$ cat src/rtl/regbus_xcvr_pkg.sv
package regbus_xcvr_pkg;
  typedef struct packed {
    logic drive_a;
    logic drive_b;
  } drive_t;

  function automatic drive_t decode_drive(input logic oe_n, input logic dir);
    drive_t d;
    d.drive_a = ~oe_n & ~dir;
    d.drive_b = ~oe_n & dir;
    return d;
  endfunction
endpackage

$ cat src/rtl/strobe_rise.sv
module strobe_rise (
  input  logic clk,
  input  logic rst_n,
  input  logic lvl,
  output logic rise
);
  logic prev_q;
  logic prev_d;

  always_comb begin
    prev_d = lvl;
    rise   = lvl & ~prev_q;
  end

  always_ff @(posedge clk or negedge rst_n) begin
    if (!rst_n) prev_q <= 1'b0;
    else        prev_q <= prev_d;
  end

  AST_SINGLE_PULSE: assert property (@(posedge clk) disable iff (!rst_n)
    rise |=> !rise);
endmodule

$ cat src/rtl/hold_reg.sv
module hold_reg #(
  parameter int W = 8
) (
  input  logic         clk,
  input  logic         rst_n,
  input  logic         ld,
  input  logic [W-1:0] d,
  output logic [W-1:0] q
);
  logic [W-1:0] q_nxt;

  always_comb begin
    q_nxt = q;
    if (ld) q_nxt = d;
  end

  always_ff @(posedge clk or negedge rst_n) begin
    if (!rst_n) q <= '0;
    else        q <= q_nxt;
  end

  AST_LOAD_TAKES: assert property (@(posedge clk) disable iff (!rst_n)
    ld |=> (q == $past(d)));
  AST_HOLD_KEEPS: assert property (@(posedge clk) disable iff (!rst_n)
    !ld |=> $stable(q));
endmodule

$ cat src/rtl/bus_drive.sv
module bus_drive #(
  parameter int W      = 8,
  parameter bit INVERT = 1'b0
) (
  input  logic         en,
  input  logic         use_stored,
  input  logic [W-1:0] live,
  input  logic [W-1:0] stored,
  output logic [W-1:0] out
);
  logic [W-1:0] picked;
  logic [W-1:0] shaped;

  always_comb picked = use_stored ? stored : live;

  generate
    if (INVERT) begin : g_inv
      always_comb shaped = ~picked;
    end else begin : g_true
      always_comb shaped = picked;
    end
  endgenerate

  always_comb out = en ? shaped : '0;
endmodule

$ cat src/rtl/regbus_xcvr.sv
module regbus_xcvr
  import regbus_xcvr_pkg::*;
#(
  parameter int DATA_W = 8,
  parameter bit INVERT = 1'b0
) (
  input  logic              clk,
  input  logic              rst_n,
  input  logic              cap_ab,
  input  logic              cap_ba,
  input  logic              sel_ab,
  input  logic              sel_ba,
  input  logic              oe_n,
  input  logic              dir,
  input  logic [DATA_W-1:0] a_in,
  output logic [DATA_W-1:0] a_out,
  output logic              a_oe,
  input  logic [DATA_W-1:0] b_in,
  output logic [DATA_W-1:0] b_out,
  output logic              b_oe
);
  localparam int W = DATA_W;

  drive_t       drv;
  logic         ld_ab, ld_ba;
  logic [W-1:0] st_ab, st_ba;

  always_comb begin
    drv  = decode_drive(oe_n, dir);
    a_oe = drv.drive_a;
    b_oe = drv.drive_b;
  end

  strobe_rise u_rise_ab (.clk(clk), .rst_n(rst_n), .lvl(cap_ab), .rise(ld_ab));
  strobe_rise u_rise_ba (.clk(clk), .rst_n(rst_n), .lvl(cap_ba), .rise(ld_ba));

  hold_reg #(.W(W)) u_reg_ab (.clk(clk), .rst_n(rst_n), .ld(ld_ab), .d(a_in), .q(st_ab));
  hold_reg #(.W(W)) u_reg_ba (.clk(clk), .rst_n(rst_n), .ld(ld_ba), .d(b_in), .q(st_ba));

  bus_drive #(.W(W), .INVERT(INVERT)) u_drv_b (
    .en(b_oe), .use_stored(sel_ab), .live(a_in), .stored(st_ab), .out(b_out));
  bus_drive #(.W(W), .INVERT(INVERT)) u_drv_a (
    .en(a_oe), .use_stored(sel_ba), .live(b_in), .stored(st_ba), .out(a_out));

  AST_ONE_DRIVER: assert property (@(posedge clk) disable iff (!rst_n)
    !(a_oe && b_oe));
  AST_ISOLATED: assert property (@(posedge clk) disable iff (!rst_n)
    oe_n |-> (a_out == '0 && b_out == '0));
endmodule

$ cat config.mk
export PLATFORM = sky130hd
export DESIGN_NAME = regbus_xcvr
export DESIGN_NICKNAME = d
export VERILOG_FILES = /design/src/rtl/regbus_xcvr_pkg.sv /design/src/rtl/strobe_rise.sv /design/src/rtl/hold_reg.sv /design/src/rtl/bus_drive.sv /design/src/rtl/regbus_xcvr.sv
export SDC_FILE = /design/constraint.sdc
export NUM_CORES = 1
export LEC_CHECK = 0
export BUFFER_PORTS_ARGS = -buffer_cell sky130_fd_sc_hd__buf_2
export CAP_MARGIN = 20
export CORE_AREA = 4 4 52 54
export DETAILED_ROUTE_END_ITERATION = 16
export DIE_AREA = 0 0 56 58
export PLACE_DENSITY = 0.76
export SLEW_MARGIN = 20
export SYNTH_ARGS = -nofsm -noshare
export SYNTH_HDL_FRONTEND = slang
export SYNTH_SLANG_ARGS = --single-unit
$ cat constraint.sdc
create_clock -name clk -period 1.24 [get_ports clk]
set_input_delay 0.124 -clock clk [delete_from_list [all_inputs] [get_ports clk]]
set_output_delay 0.124 -clock clk [all_outputs]
set_load 0.02 [all_outputs]
# == Word-level counts from Yosys, hierarchy flattened ==
# Cells that the tools add are included.
# totals
ff_bits,18
input_bits,24
elab_cells,16
# classes
muxes,4
bitwise_logic,8
# ops
op,n
$mux W8,4
$and A1 B1 Y1,4
$not A1 Y1,4

# == Longest topological paths before layout ==
# logic_depth
ltp_word,3
depth_mapped,3
mapped_depth_nobuf,2

# == By module ==
# A second synthesis with hierarchy kept.
# unflattened
hier_cells,74
area_unflattened_um2,1036.0
# by_module_without_submodules
mod,n_inst,cells_per_inst,area_per_inst_um2
hold_reg,2,17,331.6
bus_drive,2,17,141.4
strobe_rise,2,2,38.8
regbus_xcvr,1,2,12.5

# == Least setup slack after synthesis ==
# No wires, ideal clock.
# synth_path
path_type,flip-flop to flip-flop
start,register u_rise_ab.prev_q
end,register u_reg_ab.q[0]
t_arrival_ns,0.884
t_required_ns,1.115
slack_ns,0.231
stages_incl_launch_ff,4
path_buffers,1
synth_period_minus_slack_ns,1.009
path_cell_list,dfrtp_1 nand2b_4 buf_6 mux2_4
# synth_between
elab_chain_len,2
# synth_rtl
item,line_no,source
start: declaration,strobe_rise.sv:7,logic prev_q;
start signal: assignment,strobe_rise.sv:17,else prev_q <= prev_d;
$not A1 Y1,strobe_rise.sv:12,rise = lvl & ~prev_q;
$and A1 B1 Y1,strobe_rise.sv:12,
end signal: assignment,hold_reg.sv:19,else q <= q_nxt;
end: declaration,hold_reg.sv:8,output logic [W-1:0] q
# No other way between the ends.
# A chain may end at the register's enable or synchronous reset.

# == Final worst setup path ==
# layout_path
start,register u_reg_ba.q[2]
end,output port a_out[2]
# layout_between
elab_chain_len,2
# layout_rtl
item,line_no,source
start: declaration,hold_reg.sv:8,
start signal: assignment,hold_reg.sv:19,
$mux W8,bus_drive.sv:14,always_comb picked = use_stored ? stored : live;
$mux W8,bus_drive.sv:24,always_comb out = en ? shaped : '0;
end: declaration,regbus_xcvr.sv:16,"output logic [DATA_W-1:0] a_out,"
# No other way between the ends.

==> impl_metrics.toml <==
[outcome]
status = "finished, final reports clean"

[routing]
vias = 707
drt_iter0_drc = 14
avgRoutedWirePerCell_um = 12.2
ant_nets = 0
via_per_inst = 4.68
drt_pass1_iterations = 2
drc = 0
routed_wl_mm = 1.85

[worst_setup_path]
r2r_setup_slack_ps = 230
critical_path.max_stage_delay_ps = 410
worst-path-max-fanout = 2
timing.rr.end = "u_reg_ba.q[5]"
path_cells = "mux2i_1, nor2_1, buf_2"
crit_path_end_kind = "primary output"
required_ps = 1120
crit_arrival_ps = 1060
worstReg2RegStart = "u_rise_ba.prev_q"
reg2reg_depth = 2
start_kind = "register"
worstSetupStartpoint = "u_reg_ba.q[2]"
crit_type = "register to primary output"
cp_slowest_cell = "dfrtp_1"

[final_layout]
nets = 148
diodes = 0
layout_commonest_cell = "buf_2"
final_cell_mix = "buf_2 (41), dfrtp_1 (18), mux2i_1 (16), nor2_1 (16), mux2_4 (16)"
synthToLayoutAreaGrowth_pct = 28.8
drive_gt1_share_pct = 53.7
post-route-util_pct = 58.2

[floorplan]
dieHeight_um = 58
fp.dieW_um = 56
ioPinCount = 42
rows = 17
core_area_um2 = 2210
floorplan.initialDensity_pct = 45.2
die-area_um2 = 3250

[clock_network]
cts_tree = "built"
clk_pin_slew_ps = 100
cts_sinks = 18
clockBufferDepth = 2
htree_num_levels = 1
clkLatencyLatePin_ps = 280
cts-buffers-inserted = 3
root_buffer = "clkbuf_4"

[power]
total_power_mw = 1.45
peakVddDrop_uv = 653
power.leakage_nw = 0.743
pwr_density_cell_nw_per_um2 = 1120

[worst_hold_path]
hold_depth = 2
min_to = "u_reg_ab.q[6]"
min_path_type = "input pin to register"
min_from = "a_in[6]"

[sta]
relSlewSlack_pct = 74.1
slew_violations = 0
tns_ps = 0
hold_viol_final = 0
timing.final.ws_setup_ps = 54.4
period_share_pct = 95.6
max_freq_mhz = 843
rsz0062_at_grt = "true"
period_needed_ps = 1190
fin_skew_ps = 2.48
setup_violations = 0
worstMarginPinSlew_ps = 389

[grt]
antenna_found_initial = 0
grt_max_degree = 19
first_global_vias = 678
grt_pass1_wl_mm = 3.07
globalRouteTotalUtil_pct = 11.9
grt-ovfl-total = 0

[synth]
syn_inst = 78
mappedNetlistArea_um2 = 1000
ys_seq_area_share_pct = 45.1
yosys_warnings = 0
synthesis.nets = 102
avgSynthCellArea_um2 = 12.8
synth_seq_cells = 18
synth_cell_types = 11

[placement]
gp_congestion = 0.754
hpwl_mm = 1.41
post-place-ws_ps = 229
io_buffers = 41

[job]
max_cap_viol_count = 0
## power breakdown
group          internal (mW)  total [mW]  leakage [nW]  switching [mW]
sequential             0.667       0.712         0.211          0.0450
clock                  0.179       0.347        0.0210           0.169
combinational          0.225       0.389         0.511           0.164
## worst max path at each step
stage	depth (start not counted)	to	slack, ps
after floorplan	3	u_reg_ab.q[0]	230
after global placement	2	u_reg_ba.q[6]	250
after detailed placement	4	a_out[0]	230
after CTS	3	a_out[2]	30
after global routing	3	a_out[2]	-30
final	3	a_out[2]	50
## state kept, by name, indices dropped and copies added, names as in the netlist
register and cells:
u_reg_ab.q 8, u_reg_ba.q 8, u_rise_ab.prev_q 1, u_rise_ba.prev_q 1
## logic make-up after synthesis
kind of cell	count (synthesis)	share of synthesized area (%)
and+or+nand+nor	20	10.0
muxes	32	40.0
DFF	18	45.1
buffers and inverters	8	4.88
## layout make-up
type                    instances  area [µm²]
clock buffers                   4        36.3
fillers                       199         925
inverters                       2        7.51
multi-input cells              52         500
flip-flops and latches         18         450
well taps                      28        35.0
repair buffers                 47         258
## timing repair
item	CTS	global route
setup endpoints to repair	0	5
resized for setup	0	0
hold buffers	3	0
buffers inserted	0	3
endpoints found under the hold margin	20	0
## layer usage
layer,wire (µm),track usage (%)
met1,893,16.8
met5,0,0
met2,737,16.4
met3,186,4.01
met4,30,5.08
## Yosys cell counts
cell type	n	share of area, %
buf_6	2	2.3
inv_1	2	0.75
nand2b_1	1	0.63
clkbuf_1	1	0.38
dfrtp_1	18	45
or2_1	1	0.63
mux2i_1	16	16
nor2_1	16	6.0
mux2_4	16	24
nand2b_4	2	2.8
buf_2	3	1.5
## worst max-delay path, delay by kind of cell (launching register included)
family	cells	cell delay [ps]
mux	1	160
simple gates	1	50
flops	1	410
buf+inv	1	160
## through the flow
step                      cells  hold slack (ps)  area (µm²)
after CTS                   148             64.7        1260
final                       151             75.7        1290
after global placement      141             62.2        1200
after floorplan              78             -172        1000
after global routing        151             62.7        1290
after detailed placement    141             75.7        1200
Power figures use the tool's default switching activity.
